## config.mk

```make
export PLATFORM = sky130hd
export DESIGN_NAME = ins_position_sel
export DESIGN_NICKNAME = d
export VERILOG_FILES = /design/src/rtl/ins_sel_pkg.sv /design/src/rtl/ins_set_role.sv /design/src/rtl/ins_psel_fsm.sv /design/src/rtl/ins_pos_calc.sv /design/src/rtl/ins_position_sel.sv
export SDC_FILE = /design/constraint.sdc
export NUM_CORES = 1
export LEC_CHECK = 0
export BUFFER_PORTS_ARGS = -buffer_cell sky130_fd_sc_hd__buf_4
export CORE_AREA = 4 4 53 67
export CTS_CLUSTER_DIAMETER = 80
export DETAILED_ROUTE_END_ITERATION = 6
export DIE_AREA = 0 0 57 71
export HOLD_SLACK_MARGIN = 0.03
export PLACE_DENSITY = 0.77
export SLEW_MARGIN = 20
export SYNTH_ARGS = -nofsm -noshare
export SYNTH_HDL_FRONTEND = slang
export SYNTH_HIERARCHICAL = 1
export SYNTH_SLANG_ARGS = --single-unit
export TNS_END_PERCENT = 20
```

## constraint.sdc

```tcl
create_clock -name clk -period 2.8 [get_ports clk]
set_input_delay 0.14 -clock clk [delete_from_list [all_inputs] [get_ports clk]]
set_output_delay 0.14 -clock clk [all_outputs]
set_load 0.005 [all_outputs]
```

## src/rtl/ins_sel_pkg.sv

```systemverilog
package ins_sel_pkg;

    typedef enum logic [2:0] {
        FC_BYPASS  = 3'd0,
        FC_USELESS = 3'd1,
        FC_NORMAL  = 3'd2,
        FC_USEFUL  = 3'd3,
        FC_REUSE   = 3'd4
    } filt_class_e;

    typedef enum logic [1:0] {
        ROLE_FOLLOW = 2'd0,
        ROLE_MAP    = 2'd1,
        ROLE_LRU    = 2'd2
    } set_role_e;

    typedef enum logic {
        DUEL_FULL    = 1'b0,
        DUEL_REDUCED = 1'b1
    } duel_state_e;

endpackage

```

## src/rtl/ins_set_role.sv

```systemverilog
module ins_set_role
    import ins_sel_pkg::*;
#(
    parameter int SET_W = 10
) (
    input  logic [SET_W-1:0] set_idx,
    input  logic             reduced,
    output set_role_e        role
);
    localparam int HALF = SET_W / 2;

    logic [HALF-1:0] lo_bits;
    logic [HALF-1:0] hi_bits;
    logic            demote_bit;

    assign lo_bits    = set_idx[HALF-1:0];
    assign hi_bits    = set_idx[2*HALF-1:HALF];
    assign demote_bit = set_idx[SET_W-1];

    always_comb begin
        if (lo_bits == hi_bits) begin
            role = ROLE_MAP;
        end else if (lo_bits == ~hi_bits) begin
            role = ROLE_LRU;
        end else begin
            role = ROLE_FOLLOW;
        end
        if (reduced && demote_bit) begin
            role = ROLE_FOLLOW;
        end
    end
endmodule

```

## src/rtl/ins_psel_fsm.sv

```systemverilog
module ins_psel_fsm
    import ins_sel_pkg::*;
#(
    parameter int PSEL_W = 10,
    parameter int MARGIN = 64
) (
    input  logic              clk,
    input  logic              rst_n,
    input  logic              step_up,
    input  logic              step_down,
    output logic [PSEL_W-1:0] psel,
    output duel_state_e       state
);
    localparam logic [PSEL_W-1:0] PS_MAX = {PSEL_W{1'b1}};
    localparam logic [PSEL_W-1:0] PS_MID = PSEL_W'(1) << (PSEL_W - 1);
    localparam logic [PSEL_W-1:0] PS_HI  = PS_MAX - PSEL_W'(MARGIN) + PSEL_W'(1);
    localparam logic [PSEL_W-1:0] PS_LO  = PSEL_W'(MARGIN);

    logic [PSEL_W-1:0] psel_nxt;
    duel_state_e       state_nxt;
    logic              biased_nxt;

    always_comb begin
        psel_nxt = psel;
        if (step_up && (psel != PS_MAX)) begin
            psel_nxt = psel + PSEL_W'(1);
        end else if (step_down && (psel != '0)) begin
            psel_nxt = psel - PSEL_W'(1);
        end
    end

    assign biased_nxt = (psel_nxt >= PS_HI) || (psel_nxt < PS_LO);

    always_comb begin
        state_nxt = state;
        unique case (state)
            DUEL_FULL: begin
                if (biased_nxt) begin
                    state_nxt = DUEL_REDUCED;   // BIAS_ENTER
                end
            end
            DUEL_REDUCED: begin
                if (!biased_nxt) begin
                    state_nxt = DUEL_FULL;      // BIAS_EXIT
                end
            end
            default: state_nxt = DUEL_FULL;
        endcase
    end

    always_ff @(posedge clk) begin
        if (!rst_n) begin
            psel  <= PS_MID;
            state <= DUEL_FULL;
        end else begin
            psel  <= psel_nxt;
            state <= state_nxt;
        end
    end
endmodule

```

## src/rtl/ins_pos_calc.sv

```systemverilog
module ins_pos_calc
    import ins_sel_pkg::*;
#(
    parameter int CNT_W    = 8,
    parameter int POS_W    = 4,
    parameter int RATIO_SH = 4
) (
    input  logic             reuse_hit,
    input  logic [CNT_W-1:0] acc_cnt,
    input  logic [CNT_W-1:0] reuse_cnt,
    input  logic [2:0]       fclass,
    output logic             bypass,
    output logic [POS_W-1:0] pos
);
    localparam int WIDE_W = CNT_W + RATIO_SH;

    logic [WIDE_W-1:0] acc_wide;
    logic [WIDE_W-1:0] reuse_scaled;
    filt_class_e       cls;
    logic [POS_W-1:0]  depth;

    assign acc_wide     = WIDE_W'(acc_cnt);
    assign reuse_scaled = WIDE_W'(reuse_cnt) << RATIO_SH;

    always_comb begin
        unique case (fclass)
            3'd0:    cls = FC_BYPASS;
            3'd1:    cls = FC_USELESS;
            3'd3:    cls = FC_USEFUL;
            3'd4:    cls = FC_REUSE;
            default: cls = FC_NORMAL;
        endcase
    end

    always_comb begin
        depth = {POS_W{1'b1}};
        if (reuse_hit) begin
            depth = depth >> 1;
        end
        if (reuse_cnt > acc_cnt) begin
            depth = depth >> 1;
        end
        unique case (cls)
            FC_REUSE:   depth = '0;
            FC_USEFUL:  depth = depth >> 1;
            FC_USELESS: depth = {POS_W{1'b1}};
            default:    depth = depth;
        endcase
    end

    assign bypass = (cls == FC_BYPASS) || (acc_wide > reuse_scaled);
    assign pos    = depth;
endmodule

```

## src/rtl/ins_position_sel.sv

```systemverilog
module ins_position_sel
    import ins_sel_pkg::*;
#(
    parameter int SET_W  = 10,
    parameter int CNT_W  = 8,
    parameter int POS_W  = 4,
    parameter int PSEL_W = 10,
    parameter int MARGIN = 64
) (
    input  logic             clk,
    input  logic             rst_n,
    input  logic             fill_valid,
    input  logic [SET_W-1:0] fill_set,
    input  logic             map_reuse_hit,
    input  logic [CNT_W-1:0] zone_acc_cnt,
    input  logic [CNT_W-1:0] zone_reuse_cnt,
    input  logic [2:0]       filter_class,
    input  logic             miss_valid,
    input  logic [SET_W-1:0] miss_set,
    output logic             fill_bypass,
    output logic [POS_W-1:0] fill_pos,
    output logic             fill_uses_map
);
    logic [PSEL_W-1:0] psel_q;
    duel_state_e       duel_state;
    logic              reduced;
    set_role_e         fill_role;
    set_role_e         miss_role;
    logic              calc_bypass;
    logic [POS_W-1:0]  calc_pos;
    logic              map_sel;

    assign reduced = (duel_state == DUEL_REDUCED);

    ins_set_role #(.SET_W(SET_W)) u_fill_role (
        .set_idx (fill_set),
        .reduced (reduced),
        .role    (fill_role)
    );

    ins_set_role #(.SET_W(SET_W)) u_miss_role (
        .set_idx (miss_set),
        .reduced (reduced),
        .role    (miss_role)
    );

    ins_psel_fsm #(.PSEL_W(PSEL_W), .MARGIN(MARGIN)) u_psel (
        .clk       (clk),
        .rst_n     (rst_n),
        .step_up   (miss_valid && (miss_role == ROLE_LRU)),
        .step_down (miss_valid && (miss_role == ROLE_MAP)),
        .psel      (psel_q),
        .state     (duel_state)
    );

    ins_pos_calc #(.CNT_W(CNT_W), .POS_W(POS_W)) u_calc (
        .reuse_hit (map_reuse_hit),
        .acc_cnt   (zone_acc_cnt),
        .reuse_cnt (zone_reuse_cnt),
        .fclass    (filter_class),
        .bypass    (calc_bypass),
        .pos       (calc_pos)
    );

    always_comb begin
        unique case (fill_role)
            ROLE_MAP:    map_sel = 1'b1;
            ROLE_LRU:    map_sel = 1'b0;
            default:     map_sel = psel_q[PSEL_W-1];
        endcase
    end

    always_comb begin
        fill_bypass   = 1'b0;
        fill_pos      = '0;
        fill_uses_map = 1'b0;
        if (fill_valid) begin
            fill_uses_map = map_sel;
            if (map_sel) begin
                fill_bypass = calc_bypass;
                fill_pos    = calc_pos;
            end
        end
    end
endmodule

```

==> flow_summary_export.csv, run 1 <==
group,metric,value,unit
outcome,status,"finished clean",
timing,hold_viol_final,0,
clock_network,clk_pin_slew_worst_paths,0.08,ns
yosys,yosys.area.top_type,"dfxtp_1",
yosys,seq_area_frac_synth,15.7,%
timing,final.period_utilization,85.7,%
finish,fillers,285,
die,dieArea,4050,um2
yosys,yosys.area.top_type_share,15.7,%
finish,drive_above_1_share,27.0,%
clock_network,cts_max_level,1,
grt,grt-busiest-layer,"met2",
power_and_ir_drop,netSwitchingPower,0.152,mW
grt,grt_max_degree,11,
grt,grt_pass1_vias,1408,
critical_path,cpPeakStageDelay,0.52,ns
critical_path,critical_path.max_fanout,5,
yosys,synthCells,189,
clock_network,clk_path_buf_depth,2,
power_and_ir_drop,p_leak,0.829,nW
critical_path,worst_r2r_path_depth,10,
grt,gr-usage-met3,4.20,%
yosys,syn_area_per_cell,7.41,um2
finish,final_cell_mix,"49 x buf_4, 21 x nor2_1, 20 x inv_1, 19 x nand2_1, 16 x ha_1",
die,die_w,57,um
power_and_ir_drop,switching_share,32.7,%
timing,report.final.slew_viol_count,0,
yosys,netlist_area,1400,um2
finish,fin_nets,302,
clock_network,root_buffer,"clkbuf_4",
power_and_ir_drop,p_int,0.313,mW
yosys,synth_edf_count,0,
timing,fmax,417,MHz
critical_path,cp-end-kind,"register",
flow_run,maxCapViolations,0,
critical_path,worst-setup-path-type,"in2reg",
place,place_inst,272,
critical_path,worstReg2RegEnd,"u_psel/state$_SDFF_PN0_",
critical_path,r2r_start,"u_psel/state$_SDFF_PN0_",
timing,fin_worst_skew,0.00329,ns
finish,areaGrowthSynthToFinish,31.1,%
clock_network,cts.sinks,11,
timing,worst_pin_slew,0.435,ns
place,io_buffers,49,
yosys,synth_nets,249,
timing,period_needed,2.40,ns
clock_network,cts_setup_buffers,0,
critical_path,arrival,2.61,ns
drt,vias,1518,
drt,wl_per_cell,13.0,um
yosys,ys_types,47,
grt,grt_util_met1,20.5,%
drt,drc,0,
yosys,yosys_warnings,6,
yosys,synth_top_flop_cell,"dfxtp_1",
critical_path,cp-endpoint,"u_psel/state$_SDFF_PN0_",
clock_network,cts_tree,"yes",
die,chipHeight,71,um
clock_network,cts_buffers,3,
timing,setup_tns,0,ns
critical_path,path_cells,"buf_4 -> xnor2_1 -> nor4_1 -> and3_1 -> nand2_1 -> nor2_1 -> inv_1 -> a31o_2 -> a32oi_1 -> xor2_1 -> or4_1 -> a21oi_1",
die,fp-row-count,22,
grt,grtUsageMet2,31.0,%
min_path,min_path_type,"in2reg",
grt,grt_pass1_wl,5900,um
power_and_ir_drop,clockPowerShare,24.7,%
finish,antenna_cells,0,
clock_network,cts_resized,0,
grt,grtUsageTotal,17.3,%
timing,holdWs,0.512,ns
die,ioPinCount,50,
drt,first_pass_iters,4,
grt,antenna_found_initial,0,
power_and_ir_drop,combPwrFrac,39.5,%
clock_network,clk_latency,0.28,ns
yosys,async_flop_share,0,%
timing,slew_headroom,70.8,%
drt,avgViaCountPerCell,5.48,
finish,final_common_cell,"buf_4",
power_and_ir_drop,p_per_area,253,nW/um2
critical_path,cp_slowest_cell,"or4_1",
drt,antenna_left,0,
power_and_ir_drop,peakVddDrop,0.246,mV
critical_path,r2r_slack,0.45,ns
place,hpwl,2920,um
die,start_util,48.0,%
timing,setup_viol_count_final,0,
drt,drtIter0Drc,61,
yosys,ys_ff_latch,11,
yosys,yosys-top-cells-area,"dfxtp_1 16%, ha_1 14%, xnor2_1 8.1%",
critical_path,cp-start-kind,"primary input",
critical_path,critPathLaunch,"miss_set[7]",
finish,instances_no_fill,277,
place,routabilityCongestion,0.860,
drt,routed_wl,3590,um
power_and_ir_drop,seq_power_share,35.8,%
grt,grt.overflow.total,0,
die,core,2920,um2
timing,rsz0062_at_grt,"no",
critical_path,cp.required,3.01,ns
==> registers in the layout (all words and copies together) (netlist names) <==
| name | count |
|---|---|
| u_psel/psel | 10 |
| u_psel/state | 1 |
==> logic make-up (layout without fill, tap and decap cells) <==
group	count (synthesis)	count (layout)	share of synthesized area, %
mux	2	2	1.70
xor+xnor	17	17	10.6
buf+inv	23	75	6.70
simple gates	87	87	32.6
flops	11	11	15.7
fa+ha+maj	16	16	14.3
compound gates	33	33	18.3
==> cells in the mapped netlist, types with 2 or more instances <==
master / count
nor2_1: 21
inv_1: 20
nand2_1: 19
ha_1: 16
xnor2_1: 13
dfxtp_1: 11
nand4_1: 9
nand3_1: 7
a21oi_1: 6
a31oi_1: 5
nor4_1: 5
nand2b_1: 4
xor2_1: 4
a32oi_1: 3
nor2b_1: 3
nor3b_1: 3
o21ai_0: 3
a211oi_1: 2
and3_1: 2
and3_2: 2
and3b_1: 2
nor3_1: 2
o22ai_1: 2
or2_2: 2
==> critical path: cells and delay by family <==
family          cells  cell delay, ns
buf+inv             2            0.27
simple gates        5            1.31
compound gates      3            0.63
xor+xnor            2            0.26
==> power by group through the flow <==
stage | Clock (mW) | Sequential [mW] | Combinational [mW]
after floorplan | 0 | 0.167 | 0.0996
after global placement | 0 | 0.170 | 0.179
after detailed placement | 0 | 0.170 | 0.182
after CTS | 0.117 | 0.166 | 0.185
after global routing | 0.125 | 0.167 | 0.206
final | 0.115 | 0.166 | 0.184
==> repair_timing <==
| item | 4_1_cts | 5_1_grt |
|---|---|---|
| hold endpoints to repair | 1 | 0 |
| endpoints found under the setup margin | 0 | 0 |
| hold buffers | 1 | 0 |
==> how the worst min path moves through the flow <==
| stage | start | to | cells past startpoint |
|---|---|---|---|
| finish | miss_valid | u_psel/psel[8]$_SDFF_PN0_ | 6 |
| global route | miss_valid | u_psel/psel[8]$_SDFF_PN0_ | 6 |
| CTS | miss_valid | u_psel/psel[8]$_SDFF_PN0_ | 6 |
| detailed placement | rst_n | u_psel/psel[9]$_SDFF_PN1_ | 2 |
| global placement | rst_n | u_psel/psel[9]$_SDFF_PN1_ | 2 |
| floorplan | rst_n | u_psel/psel[9]$_SDFF_PN1_ | 1 |
==> metrics by stage <==
stage / total power [mW] / util (%) / instance area (um2) / setup WS, ns
2_1_floorplan: 0.267 / - / 1400 / 0.508
3_3_place_gp: 0.349 / 61.6 / 1800 / 0.230
3_5_place_dp: 0.352 / 61.6 / 1800 / 0.146
4_1_cts: 0.468 / 62.9 / 1840 / 0.421
5_1_grt: 0.498 / 62.9 / 1840 / 0.190
6_report: 0.465 / 62.9 / 1840 / 0.401
==> metal layers <==
layer	vias up	wire length, um
met5	-	0
met4	0	31
met3	4	279
met2	56	1720
met1	661	1560
li1	797	-
==> area by class of cell <==
type | count | area, um2 | area share [%]
inverter | 21 | 78.8 | 4.29
timing repair buffer | 50 | 378 | 20.6
tap | 36 | 45.0 | 2.45
clock buffer | 3 | 22.5 | 1.23
multi-input combinational | 155 | 1090 | 59.2
sequential | 11 | 220 | 12.0
clock inverter | 1 | 5.00 | 0.273
Power figures use the tool's default switching activity.
==> run 2, diff against run 1 <==
Settings changed: CAP_MARGIN from default to 40, CORE_AREA 4 4 53 67 to 4 4 67 84, CTS_BUF_LIST from default to sky130_fd_sc_hd__clkbuf_4 sky130_fd_sc_hd__clkbuf_8, DIE_AREA 0 0 57 71 to 0 0 71 88, PLACE_DENSITY 0.77 to default.
==> run 2 against run 1 <==
Sequential share of layout area shrank 0.31 points. Register-to-register slack better by 0.02 ns. Combinational power is essentially flat. Utilization shrank 23 points. Critical path type unchanged. Critical endpoint unchanged.
==> flow_summary_export.csv, run 2 (same netlist as run 1, synthesis figures left out) <==
group,metric,value,unit
outcome,status,"finished clean",
timing,report.final.slew_viol_count,0,
grt,grt_pass1_vias,1458,
place,routabilityCongestion,0.879,
drt,routed_wl,3560,um
finish,top_regs,"u_psel/psel (10), u_psel/state (1)",
drt,drtIter0Drc,62,
finish,areaGrowthSynthToFinish,34.6,%
grt,grt_max_degree,11,
finish,instances_no_fill,301,
die,dieArea,6250,um2
clock_network,cts.sinks,11,
critical_path,cp.depth,12,
critical_path,path_cells,"buf_4 -> xnor2_1 -> nor4_1 -> and3_1 -> nand2_1 -> nor2_1 -> inv_1 -> a31o_2 -> a32oi_1 -> xor2_1 -> or4_1 -> a21oi_1",
clock_network,clk_latency,0.24,ns
die,start_util,29.4,%
power_and_ir_drop,p_leak,0.839,nW
die,chipHeight,88,um
finish,drive_above_1_share,27.4,%
die,die_w,71,um
timing,worst_pin_slew,0.414,ns
min_path,min_to,"u_psel/psel[9]$_SDFF_PN1_",
finish,final_cell_mix,"50 x buf_4, 21 x nor2_1, 20 x inv_1, 19 x nand2_1, 16 x ha_1",
finish,fin_nets,302,
place,hpwl,3000,um
critical_path,arrival,2.57,ns
clock_network,cts_resized,0,
timing,rsz0062_at_grt,"no",
place,io_buffers,49,
timing,period_needed,2.40,ns
critical_path,critical_path.max_fanout,5,
clock_network,cts_max_level,1,
min_path,min_path_cells,2,
critical_path,worst-setup-path-type,"in2reg",
die,fp-row-count,28,
critical_path,cp_slowest_cell,"or4_1",
finish,post-route-util,39.5,%
grt,grt.overflow.total,0,
die,ioPinCount,50,
power_and_ir_drop,p_per_area,274,nW/um2
clock_network,holdBufCountCts,0,
timing,hold_viol_final,0,
clock_network,clk_pin_slew_worst_paths,0.05,ns
critical_path,cp.required,2.97,ns
critical_path,cpPeakStageDelay,0.52,ns
drt,first_pass_iters,4,
critical_path,r2r_start,"u_psel/state$_SDFF_PN0_",
clock_network,cts_tree,"yes",
finish,fin_area,1880,um2
die,core,4760,um2
critical_path,r2r_slack,0.47,ns
timing,fmax,417,MHz
critical_path,cp-start-kind,"primary input",
finish,top_register,"u_psel/psel",
timing,slew_headroom,72.2,%
finish,fillers,510,
power_and_ir_drop,peakVddDrop,0.192,mV
flow_run,maxCapViolations,0,
critical_path,critPathBufInv,2,
critical_path,path_delay_family,"simple AND/OR/NAND/NOR gates",
clock_network,cts_buffers,3,
min_path,min_path_type,"in2reg",
clock_network,root_buffer,"clkbuf_8",
drt,avgViaCountPerCell,5.06,
finish,largest_reg_flops,10,
grt,antenna_found_initial,0,
timing,fin_worst_skew,0.00216,ns
timing,final.period_utilization,85.7,%
min_path,hold_start,"rst_n",
place,place_inst,297,
clock_network,cts_setup_buffers,0,
timing,setup_tns,0,ns
timing,setup_viol_count_final,0,
critical_path,worst_r2r_path_depth,10,
drt,drc,0,
critical_path,worstReg2RegEnd,"u_psel/state$_SDFF_PN0_",
grt,grt_pass1_wl,6020,um
critical_path,cp-end-kind,"register",
finish,final_common_cell,"buf_4",
grt,grtUsageTotal,11.6,%
drt,wl_per_cell,11.8,um
place,postPlaceCellArea,1840,um2
finish,antenna_cells,0,
drt,vias,1524,
clock_network,clk_path_buf_depth,2,
drt,antenna_left,0,
## run 2: cell types whose count changed in the layout (fill, tap and decap cells not counted), sizes merged
cell / delta
dlygate4sd3: -1
clkinv: -1
clkbuf: +1
buf: +1
## run 2: worst max-delay path by stage
stage          slack, ns                 endpoint         from
6_report            0.40  u_psel/state$_SDFF_PN0_  miss_set[7]
4_1_cts             0.42  u_psel/state$_SDFF_PN0_  miss_set[7]
5_1_grt             0.15  u_psel/state$_SDFF_PN0_  miss_set[7]
3_5_place_dp        0.18  u_psel/state$_SDFF_PN0_  miss_set[7]
3_3_place_gp        0.23  u_psel/state$_SDFF_PN0_  miss_set[7]
2_1_floorplan       0.51  u_psel/state$_SDFF_PN0_  miss_set[2]
## run 2: through the flow
step / setup WS, ns / total power [mW] / hold WS, ns
3_5_place_dp: 0.180 / 0.353 / 0.320
5_1_grt: 0.145 / 0.557 / 0.0672
4_1_cts: 0.421 / 0.524 / 0.0674
2_1_floorplan: 0.508 / 0.267 / 0.202
3_3_place_gp: 0.230 / 0.352 / 0.317
6_report: 0.400 / 0.516 / 0.0724
## run 2: layout make-up
class / instances / area (um2) / area share, %
multi-input cells: 155 / 1090 / 57.6
repair buffers: 50 / 375 / 19.9
flip-flops and latches: 11 / 220 / 11.7
inverters: 21 / 78.8 / 4.18
well taps: 60 / 75.1 / 3.98
clock buffers: 4 / 48.8 / 2.59
## run 2: layer usage
layer / wire length [um] / track usage (%) / vias up
met2: 1760 / 20.2 / 48
met5: 0 / 0 / -
met3: 267 / 2.64 / 4
met4: 30 / 3.76 / 0
li1: - / - / 792
met1: 1500 / 14.1 / 680
## run 2: where the power goes
group	total (mW)	switching [mW]	internal, mW
Combinational	0.183	0.0833	0.0992
Clock	0.167	0.0578	0.109
Sequential	0.166	0.00566	0.161
==> run 3, diff against run 2 <==
Settings changed: CORE_AREA 4 4 67 84 to 4 4 66 83, DIE_AREA 0 0 71 88 to 0 0 70 87, SYNTH_HIERARCHICAL 1 to default.
==> run 3 against run 2 <==
Via count shrank 5.1%. Clock skew grew 0.0044 ns. Utilization shrank 0.40 points. Final cell count shrank 4.0%. Global-route usage grew 1.1 points. Combinational power grew 14%. Critical path depth shrank 5. Largest cell class unchanged.
==> flow_summary_export.csv, run 3 <==
group,metric,value,unit
yosys,synth_common_cells,"20 x inv_1, 14 x ha_1, 12 x xor2_1",
grt,gr-usage-met3,2.77,%
critical_path,worst-setup-path-type,"reg2reg",
finish,drive_above_1_share,27.9,%
die,chipHeight,87,um
power_and_ir_drop,combPwrFrac,37.6,%
yosys,synth_top_flop_cell,"dfxtp_1",
critical_path,critPathLaunch,"u_psel.state$_SDFF_PN0_",
timing,rsz0062_at_grt,"no",
grt,grtUsageMet2,23.4,%
clock_network,holdBufCountCts,0,
power_and_ir_drop,seq_power_share,31.0,%
grt,grtUsageTotal,12.7,%
power_and_ir_drop,p_per_area,301,nW/um2
drt,routed_wl,3700,um
yosys,yosys-top-cells-area,"dfxtp_1 16%, ha_1 13%, xor2_1 7.7%",
finish,antenna_cells,0,
finish,fin_area,1840,um2
yosys,synth_edf_count,0,
clock_network,cts.sinks,11,
clock_network,cts_buffers,3,
die,ioPinCount,50,
clock_network,clk_pin_slew_worst_paths,0.05,ns
die,dieArea,6090,um2
die,die_w,70,um
grt,grt_util_met1,14.2,%
flow_run,maxCapViolations,0,
power_and_ir_drop,p_leak,0.879,nW
yosys,yosys.area.top_type_share,16.0,%
yosys,ys_ff_latch,11,
timing,setup_slack,0.415,ns
yosys,netlist_area,1370,um2
grt,antenna_found_initial,0,
power_and_ir_drop,peakVddDrop,0.154,mV
timing,holdWs,0.133,ns
clock_network,clk_latency,0.24,ns
grt,grt_pass1_wl,6340,um
clock_network,root_buffer,"clkbuf_8",
critical_path,cp-start-kind,"register",
timing,setup_viol_count_final,0,
yosys,yosys.area.top_type,"dfxtp_1",
critical_path,cp-end-kind,"register",
finish,fillers,502,
place,routabilityCongestion,0.896,
die,core,4690,um2
drt,wl_per_cell,12.8,um
timing,period_needed,2.39,ns
drt,drc,0,
finish,post-route-util,39.2,%
yosys,async_flop_share,0,%
finish,final_common_cell,"buf_4",
power_and_ir_drop,switching_share,30.6,%
power_and_ir_drop,netSwitchingPower,0.169,mW
critical_path,arrival,2.56,ns
yosys,synth_nets,237,
timing,setup_tns,0,ns
die,fp-row-count,28,
clock_network,cts_resized,0,
grt,grt-busiest-layer,"met2",
timing,fin_worst_skew,0.00652,ns
power_and_ir_drop,power.total,0.554,mW
yosys,syn_area_per_cell,7.67,um2
finish,final_cell_mix,"51 x buf_4, 20 x inv_1, 14 x ha_1, 12 x xor2_1",
timing,slew_headroom,54.8,%
timing,final.period_utilization,85.2,%
timing,hold_viol_final,0,
critical_path,cp.required,2.97,ns
timing,fmax,419,MHz
place,postPlaceCellArea,1790,um2
clock_network,cts_max_level,1,
yosys,ys_types,50,
timing,worst_pin_slew,0.672,ns
clock_network,cts_setup_buffers,0,
yosys,seq_area_frac_synth,16.0,%
finish,fin_nets,288,
clock_network,cts_tree,"yes",
grt,grt.overflow.total,0,
power_and_ir_drop,p_int,0.385,mW
finish,areaGrowthSynthToFinish,33.9,%
power_and_ir_drop,clockPowerShare,31.4,%
drt,first_pass_iters,4,
critical_path,worst_r2r_path_depth,7,
drt,antenna_left,0,
yosys,synthCells,179,
grt,grt_max_degree,12,
die,start_util,29.2,%
place,hpwl,3110,um
critical_path,critical_path.max_fanout,4,
critical_path,r2r_start,"u_psel.state$_SDFF_PN0_",
yosys,synth.most_common_cell,"inv_1",
place,io_buffers,49,
min_path,hold_start,"rst_n",
yosys,yosys_warnings,0,
drt,avgViaCountPerCell,5.01,
place,dp_slack,0.393,ns
clock_network,clk_path_buf_depth,2,
drt,vias,1447,
grt,grt_pass1_vias,1520,
outcome,status,"finished clean",
place,place_inst,285,
min_path,min_path_type,"in2reg",
min_path,min_path_cells,2,
timing,report.final.slew_viol_count,0,
drt,drtIter0Drc,39,
finish,instances_no_fill,289,
run 3: layer usage:
layer | routed length (um) | vias up
li1 | - | 748
met1 | 1560 | 652
met2 | 1870 | 40
met3 | 205 | 7
met4 | 68 | 0
met5 | 0 | -
run 3: worst max-delay path, cell delays in order, from the launching register on:
cell	delay (ns)
dfxtp_1	0.32
a21bo_2	0.21
nor4_1	0.51
nand4_1	0.21
o311ai_0	0.15
o221ai_1	0.23
or4_1	0.53
a21boi_1	0.15
run 3: path summary, 6_finish.rpt:
kind / end / slack [ns]
hold reg to reg: u_psel.psel[0]$_SDFF_PN0_ / 0.62
hold / removal: u_psel.psel[9]$_SDFF_PN1_ / 0.13
setup reg to reg: u_psel.state$_SDFF_PN0_ / 0.41
setup / recovery: u_psel.state$_SDFF_PN0_ / 0.41
run 3: cell families (layout without fill, tap and decap cells):
group / count (synthesis) / after routing / synth area share (%)
buf+inv: 25 / 75 / 8.48
mux: 1 / 1 / 0.729
compound gates: 40 / 40 / 21.6
simple gates: 71 / 71 / 29.5
fa+ha+maj: 14 / 14 / 12.8
xor+xnor: 17 / 17 / 10.8
flops: 11 / 11 / 16.0
run 3: area by class of cell:
cell class	instances	area (um2)	area share [%]
Clock buffer	4	48.8	2.65
Inverter	20	75.1	4.08
Multi-Input combinational cell	143	1040	56.4
Sequential cell	11	220	12.0
Tap cell	60	75.1	4.08
Timing Repair Buffer	51	383	20.8
run 3: power by group through the flow:
| stage | Clock [mW] | Sequential (mW) | Combinational [mW] |
|---|---|---|---|
| floorplan | 0 | 0.170 | 0.126 |
| global placement | 0 | 0.174 | 0.210 |
| detailed placement | 0 | 0.174 | 0.210 |
| CTS | 0.181 | 0.171 | 0.211 |
| global route | 0.189 | 0.173 | 0.236 |
| finish | 0.174 | 0.172 | 0.208 |
